## src/rtl/uart_rx_pkg.sv

```systemverilog
package uart_rx_pkg;

  localparam int OVS   = 16;
  localparam int OVS_W = $clog2(OVS);
  localparam int REG_W = 16;

  // status bit positions
  localparam int F_PE   = 0;
  localparam int F_FE   = 1;
  localparam int F_BRK  = 2;
  localparam int F_ADR  = 3;
  localparam int F_OVF  = 4;
  localparam int NFLAGS = 5;

  typedef enum logic [2:0] {
    ST_IDLE,
    ST_START,
    ST_BITS,
    ST_STOP,
    ST_HOLD
  } rx_state_e;

  // number of bit times in one character frame
  function automatic int frame_bits(input int data_bits, input int extra);
    return 1 + data_bits + extra + 1;
  endfunction

  // ticks that one frame lasts at OVS samples per bit
  function automatic int frame_ticks(input int data_bits, input int extra);
    return OVS * frame_bits(data_bits, extra);
  endfunction

  // running xor of data bits combined with the received parity bit
  function automatic logic parity_ok(input logic data_xor, input logic par_bit,
                                     input logic odd);
    return (data_xor ^ par_bit) == odd;
  endfunction

endpackage

```

## src/rtl/uart_rx_deser.sv

```systemverilog
module uart_rx_deser
  import uart_rx_pkg::*;
#(
  parameter int DATA_BITS = 8
) (
  input  logic                 clk,
  input  logic                 rst_n,
  input  logic                 tick,
  input  logic                 rx_i,
  input  logic                 cfg_par_en,
  input  logic                 cfg_par_odd,
  input  logic                 cfg_ninth,
  output logic                 rx_s_o,
  output logic                 char_vld_o,
  output logic [DATA_BITS-1:0] char_data_o,
  output logic                 char_ninth_o,
  output logic                 char_perr_o,
  output logic                 char_ferr_o
);

  localparam int IW = $clog2(DATA_BITS + 2);
  localparam logic [OVS_W-1:0] HALF = OVS_W'(OVS / 2 - 1);
  localparam logic [OVS_W-1:0] FULL = OVS_W'(OVS - 1);

  logic [1:0]           sync_q;
  rx_state_e            state_q;
  logic [OVS_W-1:0]     os_q;
  logic [IW-1:0]        idx_q;
  logic [DATA_BITS-1:0] sh_q;
  logic                 xor_q, ninth_q, perr_q, ferr_q, vld_q;

  logic rx_s, has_extra, last_bit_w, glitch_w;

  assign rx_s       = sync_q[1];
  assign has_extra  = cfg_par_en | cfg_ninth;
  assign last_bit_w = has_extra ? (idx_q == IW'(DATA_BITS))
                                : (idx_q == IW'(DATA_BITS - 1));
  assign glitch_w   = (state_q == ST_START) && tick && (os_q == HALF) && rx_s;

  always_ff @(posedge clk or negedge rst_n) begin
    if (!rst_n) begin
      sync_q  <= 2'b11;
      state_q <= ST_IDLE;
      os_q    <= '0;
      idx_q   <= '0;
      sh_q    <= '0;
      xor_q   <= 1'b0;
      ninth_q <= 1'b0;
      perr_q  <= 1'b0;
      ferr_q  <= 1'b0;
      vld_q   <= 1'b0;
    end else begin
      sync_q <= {sync_q[0], rx_i};
      vld_q  <= 1'b0;
      case (state_q)
        ST_IDLE: begin
          if (tick && !rx_s) begin
            state_q <= ST_START;
            os_q    <= '0;
          end
        end
        ST_START: begin
          if (tick) begin
            if (os_q == HALF) begin
              if (rx_s) begin
                state_q <= ST_IDLE;
              end else begin
                state_q <= ST_BITS;
                os_q    <= '0;
                idx_q   <= '0;
                xor_q   <= 1'b0;
                perr_q  <= 1'b0;
                ninth_q <= 1'b0;
              end
            end else begin
              os_q <= os_q + 1'b1;
            end
          end
        end
        ST_BITS: begin
          if (tick) begin
            os_q <= os_q + 1'b1;
            if (os_q == FULL) begin
              if (idx_q < IW'(DATA_BITS)) begin
                sh_q  <= {rx_s, sh_q[DATA_BITS-1:1]};
                xor_q <= xor_q ^ rx_s;
              end else begin
                ninth_q <= cfg_ninth & rx_s;
                perr_q  <= cfg_par_en & ~cfg_ninth &
                           ~parity_ok(xor_q, rx_s, cfg_par_odd);
              end
              idx_q <= idx_q + 1'b1;
              if (last_bit_w) state_q <= ST_STOP;
            end
          end
        end
        ST_STOP: begin
          if (tick) begin
            os_q <= os_q + 1'b1;
            if (os_q == FULL) begin
              vld_q   <= 1'b1;
              ferr_q  <= ~rx_s;
              state_q <= rx_s ? ST_IDLE : ST_HOLD;
            end
          end
        end
        ST_HOLD: begin
          if (rx_s) state_q <= ST_IDLE;
        end
        default: state_q <= ST_IDLE;
      endcase
    end
  end

  assign rx_s_o       = rx_s;
  assign char_vld_o   = vld_q;
  assign char_data_o  = sh_q;
  assign char_ninth_o = ninth_q;
  assign char_perr_o  = perr_q;
  assign char_ferr_o  = ferr_q;

  // a start that is high again at mid-bit is dropped without a character
  assert_glitch_drop_R10: assert property (@(posedge clk) disable iff (!rst_n)
    glitch_w |=> (state_q == ST_IDLE) && !vld_q);

  // the framing result matches the line level sampled at mid stop bit
  assert_ferr_sample_R6: assert property (@(posedge clk) disable iff (!rst_n)
    vld_q |-> (ferr_q == !$past(rx_s)));

endmodule

```

## src/rtl/uart_rx_break.sv

```systemverilog
module uart_rx_break
  import uart_rx_pkg::*;
#(
  parameter int DATA_BITS = 8
) (
  input  logic clk,
  input  logic rst_n,
  input  logic tick,
  input  logic rx_s,
  input  logic cfg_extra,
  output logic brk_o
);

  localparam int LIM_MAX = frame_ticks(DATA_BITS, 1);
  localparam int CW      = $clog2(LIM_MAX + 2);

  logic [CW-1:0] lim_w, cnt_q;
  logic          brk_q;

  assign lim_w = CW'(frame_ticks(DATA_BITS, int'(cfg_extra)));

  always_ff @(posedge clk or negedge rst_n) begin
    if (!rst_n) begin
      cnt_q <= '0;
      brk_q <= 1'b0;
    end else begin
      brk_q <= 1'b0;
      if (rx_s) begin
        cnt_q <= '0;
      end else if (tick && (cnt_q <= lim_w)) begin
        cnt_q <= cnt_q + 1'b1;
        if (cnt_q == lim_w) brk_q <= 1'b1;
      end
    end
  end

  assign brk_o = brk_q;

  // a break only follows low samples
  assert_brk_low_R5: assert property (@(posedge clk) disable iff (!rst_n)
    brk_q |-> !$past(rx_s));

endmodule

```

## src/rtl/uart_rx_fifo.sv

```systemverilog
module uart_rx_fifo #(
  parameter int DEPTH = 16,
  parameter int W     = 8
) (
  input  logic                       clk,
  input  logic                       rst_n,
  input  logic                       push,
  input  logic [W-1:0]               din,
  input  logic                       pop,
  output logic [W-1:0]               dout,
  output logic [$clog2(DEPTH+1)-1:0] count,
  output logic                       full,
  output logic                       empty,
  output logic                       ovf_o
);

  localparam int AW = $clog2(DEPTH);
  localparam int CW = $clog2(DEPTH + 1);

  logic [W-1:0]  mem_q [DEPTH];
  logic [AW-1:0] wr_q, rd_q;
  logic [CW-1:0] cnt_q;
  logic          empty_q;
  logic          full_w, accept_w, do_pop_w, ovf_w;

  assign full_w   = (cnt_q == CW'(DEPTH));
  assign do_pop_w = pop && (cnt_q != '0);
  assign accept_w = push && (!full_w || do_pop_w);
  assign ovf_w    = push && full_w && !do_pop_w;

  always_ff @(posedge clk) begin
    if (accept_w) mem_q[wr_q] <= din;
  end

  always_ff @(posedge clk or negedge rst_n) begin
    if (!rst_n) begin
      wr_q    <= '0;
      rd_q    <= '0;
      cnt_q   <= '0;
      empty_q <= 1'b1;
    end else begin
      if (accept_w) wr_q <= wr_q + 1'b1;
      if (do_pop_w) rd_q <= rd_q + 1'b1;
      case ({accept_w, do_pop_w})
        2'b10:   cnt_q <= cnt_q + 1'b1;
        2'b01:   cnt_q <= cnt_q - 1'b1;
        default: cnt_q <= cnt_q;
      endcase
      if (accept_w) empty_q <= 1'b0;
      else if (do_pop_w && (cnt_q == CW'(1))) empty_q <= 1'b1;
    end
  end

  assign dout  = mem_q[rd_q];
  assign count = cnt_q;
  assign full  = full_w;
  assign empty = empty_q;
  assign ovf_o = ovf_w;

  // a stored character without a read raises the count by one
  assert_count_step_R1: assert property (@(posedge clk) disable iff (!rst_n)
    (accept_w && !do_pop_w) |=> cnt_q == $past(cnt_q) + 1'b1);

  // the sticky empty bit agrees with an empty count
  assert_empty_tracks_R3: assert property (@(posedge clk) disable iff (!rst_n)
    empty_q == (cnt_q == '0));

  // a discarded character leaves the count alone
  assert_no_overflow_R4: assert property (@(posedge clk) disable iff (!rst_n)
    ovf_w |=> cnt_q == $past(cnt_q));

endmodule

```

## src/rtl/uart_rx_status.sv

```systemverilog
module uart_rx_status
  import uart_rx_pkg::*;
#(
  parameter int DEPTH     = 16,
  parameter int DATA_BITS = 8
) (
  input  logic             clk,
  input  logic             rst_n,
  input  logic             baud_tick,
  input  logic             rx_i,
  input  logic             cfg_par_en,
  input  logic             cfg_par_odd,
  input  logic             cfg_ninth,
  input  logic [1:0]       reg_addr,
  input  logic             reg_wr,
  input  logic             reg_rd,
  input  logic [REG_W-1:0] reg_wdata,
  output logic [REG_W-1:0] reg_rdata,
  output logic             addr_en_o
);

  localparam int CW = $clog2(DEPTH + 1);

  logic                 rx_s, char_vld, char_ninth, char_perr, char_ferr, brk_w;
  logic [DATA_BITS-1:0] char_data, fifo_dout;
  logic [CW-1:0]        fifo_cnt;
  logic                 fifo_full, fifo_empty, ovf_w, pop_w;

  logic                 perr_evt, ferr_evt, addr_evt;
  logic [NFLAGS-1:0]    set_w, clr_w, flags_q;
  logic                 addr_en_q;

  uart_rx_deser #(.DATA_BITS(DATA_BITS)) u_deser (
    .clk          (clk),
    .rst_n        (rst_n),
    .tick         (baud_tick),
    .rx_i         (rx_i),
    .cfg_par_en   (cfg_par_en),
    .cfg_par_odd  (cfg_par_odd),
    .cfg_ninth    (cfg_ninth),
    .rx_s_o       (rx_s),
    .char_vld_o   (char_vld),
    .char_data_o  (char_data),
    .char_ninth_o (char_ninth),
    .char_perr_o  (char_perr),
    .char_ferr_o  (char_ferr)
  );

  uart_rx_break #(.DATA_BITS(DATA_BITS)) u_break (
    .clk       (clk),
    .rst_n     (rst_n),
    .tick      (baud_tick),
    .rx_s      (rx_s),
    .cfg_extra (cfg_par_en | cfg_ninth),
    .brk_o     (brk_w)
  );

  assign pop_w = reg_rd && (reg_addr == 2'd0);

  uart_rx_fifo #(.DEPTH(DEPTH), .W(DATA_BITS)) u_fifo (
    .clk   (clk),
    .rst_n (rst_n),
    .push  (char_vld),
    .din   (char_data),
    .pop   (pop_w),
    .dout  (fifo_dout),
    .count (fifo_cnt),
    .full  (fifo_full),
    .empty (fifo_empty),
    .ovf_o (ovf_w)
  );

  assign perr_evt = char_vld && char_perr;
  assign ferr_evt = char_vld && char_ferr;
  assign addr_evt = char_vld && cfg_ninth && char_ninth;

  always_comb begin
    set_w        = '0;
    set_w[F_PE]  = perr_evt;
    set_w[F_FE]  = ferr_evt;
    set_w[F_BRK] = brk_w;
    set_w[F_ADR] = addr_evt;
    set_w[F_OVF] = ovf_w;
  end

  assign clr_w = (reg_wr && (reg_addr == 2'd1)) ? reg_wdata[NFLAGS-1:0] : '0;

  always_ff @(posedge clk or negedge rst_n) begin
    if (!rst_n) begin
      flags_q   <= '0;
      addr_en_q <= 1'b0;
    end else begin
      flags_q <= (flags_q & ~clr_w) | set_w;
      if (addr_evt) addr_en_q <= 1'b1;
      else if (reg_wr && (reg_addr == 2'd2)) addr_en_q <= reg_wdata[0];
    end
  end

  always_comb begin
    reg_rdata = '0;
    case (reg_addr)
      2'd0: reg_rdata[DATA_BITS-1:0] = fifo_dout;
      2'd1: begin
        reg_rdata[NFLAGS-1:0] = flags_q;
        reg_rdata[5]          = fifo_empty;
        reg_rdata[6]          = fifo_full;
        reg_rdata[15:8]       = 8'(fifo_cnt);
      end
      2'd2: reg_rdata[0] = addr_en_q;
      default: reg_rdata = '0;
    endcase
  end

  assign addr_en_o = addr_en_q;

  // a set coinciding with a clear leaves the flag set
  assert_set_wins_R11: assert property (@(posedge clk) disable iff (!rst_n)
    perr_evt |=> flags_q[F_PE]);

  // writing 1 clears a flag that no event is setting
  assert_w1c_clears_R9: assert property (@(posedge clk) disable iff (!rst_n)
    (clr_w[F_FE] && !ferr_evt) |=> !flags_q[F_FE]);

  // writing 0 keeps a set flag
  assert_zero_keeps_R9: assert property (@(posedge clk) disable iff (!rst_n)
    (reg_wr && (reg_addr == 2'd1) && !reg_wdata[F_PE] && flags_q[F_PE])
      |=> flags_q[F_PE]);

  // an address character raises the address enable
  assert_addr_enable_R8: assert property (@(posedge clk) disable iff (!rst_n)
    addr_evt |=> addr_en_q && flags_q[F_ADR]);

  // the full indication is consistent with the count
  assert_full_count_R2: assert property (@(posedge clk) disable iff (!rst_n)
    fifo_full |-> (fifo_cnt == CW'(DEPTH)) && !fifo_empty);

endmodule

```

## config.mk

```make
export PLATFORM = sky130hd
export DESIGN_NAME = uart_rx_status
export DESIGN_NICKNAME = d
export VERILOG_FILES = /design/src/rtl/uart_rx_pkg.sv /design/src/rtl/uart_rx_deser.sv /design/src/rtl/uart_rx_break.sv /design/src/rtl/uart_rx_fifo.sv /design/src/rtl/uart_rx_status.sv
export SDC_FILE = /design/constraint.sdc
export NUM_CORES = 1
export LEC_CHECK = 0
export ABC_AREA = 1
export BUFFER_PORTS_ARGS = -buffer_cell sky130_fd_sc_hd__buf_2
export CAP_MARGIN = 25
export CORE_ASPECT_RATIO = 1.1
export CORE_MARGIN = 1
export CORE_UTILIZATION = 60
export CTS_CLUSTER_SIZE = 10
export DETAILED_ROUTE_END_ITERATION = 8
export PLACE_DENSITY = 0.87
export SYNTH_ARGS = -nofsm -noshare
export SYNTH_HDL_FRONTEND = slang
export SYNTH_SLANG_ARGS = --single-unit
```

## constraint.sdc

```tcl
create_clock -name clk -period 3.6 [get_ports clk]
set_input_delay 0.36 -clock clk [delete_from_list [all_inputs] [get_ports clk]]
set_output_delay 0.36 -clock clk [all_outputs]
set_load 0.02 [all_outputs]
```

Word level (Yosys, flattened, before mapping)
Memory sizes are Yosys's and may differ from the RTL's.
Index checks and enable logic that the tools add are counted.
Word-level totals
  register bits after elaboration: 55
  bits in latches: 0
  memory bits (writable): 128
  ROM bits: 0
  output and inout port bits: 17
  logic and storage cells: 165
  memories kept: 1
Memory list
  u_fifo.mem_q: words 16, bits a word 8, read ports 1, clocked after Yosys merged registers in 0, write ports 1, RTL line uart_rx_fifo.sv:20  | logic [W-1:0] mem_q [DEPTH];
Cells by class
  add/subtract/negate cells: 9
  multiply operators: 0
  divide/modulo/power cells: 0
  order comparisons: 2
  equality and inequality tests: 30
  shifts and indexed selects: 0
  muxes and demuxes: 59
  bitwise logic cells: 11
  reductions and logical operators: 35
Operators by type and width (count)
  two-way mux 4 bit: 9
  two-way mux 3 bit: 10
  two-way mux 1 bit: 26
  adder 4 x 1 -> 4 bit, second input constant: 4
  two-way mux 8 bit: 2
  one-hot mux 3 bit (5 select lines): 1
  logical AND 1 bit: 14
  != test 2 x 1 -> 1 bit, second input constant: 7
  AND reduction 7 bit: 2
  != test 2 bit, second input constant: 6
  one-hot mux 4 bit (3 select lines): 1
  one-hot mux 6 bit (2 select lines): 1
  two-way mux 5 bit: 2
  one-hot mux 5 bit (2 select lines): 1
  nonzero test 2 bit: 5
  AND reduction 9 bit: 1
  adder 8 x 1 -> 8 bit, second input constant: 1
  == test 4 x 3 -> 1 bit, second input constant: 2
  == test 4 bit, second input constant: 2
  == test 8 bit: 1
  <= comparator 8 bit: 1
  one-hot mux 4 bit (2 select lines): 1
  == test 3 x 2 -> 1 bit, second input constant: 2
  one-hot mux 1 bit (2 select lines): 3
  33 further kinds: 41

Longest topological paths before layout
  word-level depth: 8
  gate-level depth with buffers: 14
  mapped depth without buffers: 14

Hierarchy
Synthesis repeated with hierarchy kept, for this count alone.
Second synthesis, totals
  cells, all modules: 899
  area, all modules: 8733.4 µm²
Modules (own cells, without submodules)
  uart_rx_fifo: times used 1, cells an instance 547, area each 6212.2 µm²
  uart_rx_deser: times used 1, cells an instance 188, area each 1448.9 µm²
  uart_rx_break: times used 1, cells an instance 87, area each 613.1 µm²
  uart_rx_status: times used 1, cells an instance 77, area each 459.2 µm²

Worst setup path after synthesis
Ideal clock, no wire load.
  path kind: flip-flop to flip-flop
  from: register u_fifo.cnt_q[0] (netlist: u_fifo.count[0])
  to: register u_fifo.cnt_q[4] (netlist: u_fifo.count[4])
  library setup time: 0.118 ns
  arrival: 1.895 ns
  data required time: 3.482 ns
  slack: 1.587 ns
  stages on the path, launching flop included: 13
  path buffers: 0
  clock period less this slack: 2.013 ns
  cells stage by stage: dfrtp_1 > inv_1 > ha_1 > nand3_1 > nand2_1 > nand2_1 > nand2_2 > ha_1 > nor2_1 > o21ai_0 > a21oi_1 > xor2_1 > inv_1
On the way
  word-level cells in the longest chain between the ends: 6
  elaborated cells between the ends (all ways): 12
  those cells by class: 2 x add/sub; 3 x eq/ne; 1 x mux; 6 x reduce/logical
RTL lines
  from (decl): RTL line uart_rx_fifo.sv:22  | logic [CW-1:0] cnt_q;
  from (signal assigned): RTL line uart_rx_fifo.sv:45  | 2'b10: cnt_q <= cnt_q + 1'b1;
  from (signal assigned): RTL line uart_rx_fifo.sv:46  | 2'b01: cnt_q <= cnt_q - 1'b1;
  from (signal assigned): RTL line uart_rx_fifo.sv:47  | default: cnt_q <= cnt_q;
  == test 5 bit or nonzero test 5 bit (tied branches): RTL line uart_rx_fifo.sv:26, uart_rx_fifo.sv:27
  logical NOT 1 bit or logical AND 1 bit (tied branches): RTL line uart_rx_fifo.sv:28, uart_rx_fifo.sv:27
  logical OR 1 bit: RTL line uart_rx_fifo.sv:28  | assign accept_w = push && (!full_w || do_pop_w);
  logical AND 1 bit: RTL line uart_rx_fifo.sv:28
  == test 2 x 1 -> 1 bit or == test 2 bit (tied branches): RTL line uart_rx_fifo.sv:44  | case ({accept_w, do_pop_w})
  one-hot mux 5 bit (2 select lines) or nonzero test 2 bit (tied branches)
Parallel ways exist; a longest one is shown, timed or not.
A chain may end at the register's enable or synchronous reset.

Final worst setup path
  from: register u_fifo.rd_q[0]
  to: output reg_rdata[3]
On the way
  word-level cells in the longest chain between the ends: 2
RTL lines
  from (decl): RTL line uart_rx_fifo.sv:21  | logic [AW-1:0] wr_q, rd_q;
  from (signal assigned): RTL line uart_rx_fifo.sv:43  | if (do_pop_w) rd_q <= rd_q + 1'b1;
  memory (16 x 8 bit)
  one-hot mux 6 bit (2 select lines): RTL line uart_rx_status.sv:101  | case (reg_addr)
  to (decl): RTL line uart_rx_status.sv:18  | output logic [REG_W-1:0] reg_rdata,
No other way between the ends.

==> summary.txt <==
dpl cells = 1143
# Max-Cap Violations = 0
ratio of cells with drive above 1 in the final layout = 0.100
register area = 5230 µm²
Layout Area Growth over Synthesis = 10.7%
clk_lat worst skew = 0.44 ns
WL/cell = 16.4 µm
initial drt markers = 754
type of the worst setup path = reg -> out
GP Congestion = 0.880
run status = finished clean
Net count, final = 1019
gr ovfl total = 0
input/output buffers = 29
Avg Synthesized Cell Area = 9.17 µm²
H-Tree Level Count = 4
initial antenna violation count = 0
Die Width = 117 µm
ANT nets after route = 0
Cell Count, Final, Fillers Out = 1177
final WL = 19300 µm
Starting Density = 0.624
Ys Warns = 0
Crit path max-delay family = buffers and inverters
Critical Path End Type = output port
count of buffer and inverter cells on the critical path = 3
DRC viols = 0
Clock Sinks = 183
Max stage delay on crit path = 0.55 ns
crit path max fanout = 39
Final Util = 0.690
cell mode on critical path = nand2_1
HP Class = in -> reg
layout filler cell count = 963
hpwl dp = 11600 µm
Slew Limit Headroom = 0.417
ant diodes = 0
commonest cells in the synthesized netlist = 293 x nand2_1, 136 x inv_1, 128 x edfxtp_1
Seq pwr share = 0.393
EDFF count, synth = 128
Placeable Area = 14000 µm²
Sw Share = 0.355
Critical Path RT = 3.24 ns
CP cell instances = inv_2 -> buf_4 -> nand2_1 -> nand3_1 -> nand3_1 -> nand2_1 -> nand2_1 -> nand3_1 -> nand2_1 -> buf_2
post-CTS resize count = 0
post-synth cell types = 38
largest net degree at the start of global routing = 67
Cell Area, Synth = 8710 µm²
first-pass GRT wire length = 30300 µm
Pwr Total = 6.25 mW
PD cells = 648 nW/µm²
number of global-route vias before repair = 6302
area of the multi-input gates = 2780 µm²
via count = 6506
count leader, synth = nand2_1
drt pass-1 iters = 9
IO Count = 44
Top FF cell, synth = edfxtp_1
final hold violations = 0
fraction of registers with async set/reset = 0.301
Clk pwr share = 0.311
Synth top area share = 0.441
Clock Skew = 0.0134 ns
Gate power share = 0.296
Final Max Slew Viols = 0
All-Layer GR Usage = 0.274
Mapped Cells = 950
die height = 128 µm
CTS tree = built
Least-Margin Pin Slew = 0.872 ns
Peak VDD IR = 0.375 mV
Clock transition at path regs = 0.07 ns
crit path launch type = register
internal power = 4.03 mW
Final Setup Violations = 0
Seq/Total Area, Yosys = 0.600
Switch Pwr = 2.22 mW
Via-to-Cell Ratio = 5.53
ranking of synthesized cells by area = edfxtp_1 44%, dfrtp_1 15%, nand2_1 13%
Peak Freq = 0.344 GHz
maximum clock path buffer count = 2
Crit-path slowest cell = inv_2
RSZ-0062 raised after global routing = false
cts bufs inserted = 17
num rows = 45
die area = 15000 µm²
root buffer cell = clkbuf_16
fin crit period = 2.91 ns
FF+latch count, synth = 183
WP data arrival = 2.55 ns
cell taking the most area after synthesis = edfxtp_1
static leakage = 4.43 nW
post-route clock period utilization = 0.808
Setup TNS Final = 0 ns
==> path summary, 6_finish.rpt <==
| kind | startpoint | endpoint | slack [ns] | depth (start not counted) |
|---|---|---|---|---|
| worst min register to register | u_deser.sync_q[0] | u_deser.sync_q[1] | 0.36 | 0 |
| worst max-delay path | u_fifo.rd_q[0] | reg_rdata[3] | 0.69 | 10 |
| max in group asynchronous | rst_n | u_deser.char_data_o[7] | 2.46 | 4 |
| worst min-delay path | rx_i | u_deser.sync_q[0] | 0.02 | 1 |
| worst max register to register | u_fifo.count[0] | u_fifo.mem_q[10][6] | 0.93 | 9 |
| min in group asynchronous | rst_n | u_fifo.count[3] | 0.37 | 2 |
==> sequential cells by signal, indices dropped and copies added (netlist names) <==
name                  count
flags_q                   5
addr_en_o                 1
u_fifo.rd_q               4
u_deser.idx_q             4
u_fifo.empty              1
u_deser.xor_q             1
u_deser.char_ferr_o       1
u_deser.os_q              4
u_fifo.mem_q            128
u_break.brk_o             1
u_deser.char_vld_o        1
u_fifo.count              5
u_deser.char_perr_o       1
u_deser.char_data_o       8
u_deser.char_ninth_o      1
u_deser.state_q           3
u_break.cnt_q             8
u_deser.sync_q            2
u_fifo.wr_q               4
==> cells by family (layout without fill, tap and decap cells) <==
family | Yosys count | after routing | synth area share
buffers and inverters | 178 | 215 | 0.0817
xor gates and xnor gates | 16 | 16 | 0.0161
and+or+nand+nor | 509 | 509 | 0.248
DFF | 183 | 183 | 0.600
AOI/OAI and AO/OA | 47 | 47 | 0.0307
other | 1 | 3 | 0.000431
adders and majority gates | 16 | 16 | 0.0230
==> area by class of cell <==
type                            instances  area share
Clock buffer                           23      0.0530
Clock inverter                          9      0.0116
Multi-Input combinational cell        591       0.289
Inverter                              144      0.0561
Timing Repair Buffer                   39      0.0244
Tap cell                              188      0.0244
Sequential cell                       183       0.542
==> power by group through the flow <==
stage	sequential, mW	combinational [mW]	clock (mW)
finish	2.45	1.85	1.94
CTS	2.45	1.81	1.94
global route	2.47	2.05	2.02
global placement	2.48	1.71	0
floorplan	2.44	1.35	0
detailed placement	2.49	1.76	0
==> cell usage in the layout, fill, tap and decap left out, types with 3 or more instances in the layout <==
cell type,n
inv_2,8
nand2_1,293
nor2_1,66
clkbuf_16,19
conb_1,3
xnor2_1,4
buf_4,8
a21oi_1,10
nand3_1,125
nand4_1,5
ha_1,16
dfrtp_1,51
buf_2,29
dfstp_2,3
o21ai_1,12
nor3_1,4
edfxtp_1,128
o21ai_0,17
xor2_1,12
inv_1,135
nand2_2,7
==> metrics by stage <==
| stage | cell area [µm²] | worst slack, ns | hold slack (ns) |
|---|---|---|---|
| 2_1_floorplan | 8720 | 1.59 | 0.0644 |
| 3_3_place_gp | 8990 | 1.09 | 0.346 |
| 3_5_place_dp | 8990 | 0.988 | 0.347 |
| 4_1_cts | 9610 | 0.737 | 0.0158 |
| 5_1_grt | 9640 | 0.527 | 0.0108 |
| 6_report | 9640 | 0.693 | 0.0238 |
==> routing by layer <==
layer  part of all wire  routed length [µm]  global-route usage  vias to the layer above
met3              0.079                1530              0.0561                       47
met4              0.030                 572               0.147                        0
met2               0.50                9650               0.457                      334
met5                  0                   0                   0                        -
li1                   -                   -                   -                     3091
met1               0.39                7550               0.335                     3034
==> repair_timing <==
| item | 4_1_cts | 5_1_grt |
|---|---|---|
| hold buffers | 0 | 1 |
| buffers inserted | 0 | 0 |
| hold endpoints to repair | 0 | 11 |
Note: power is estimated with default switching activity, not from simulation.
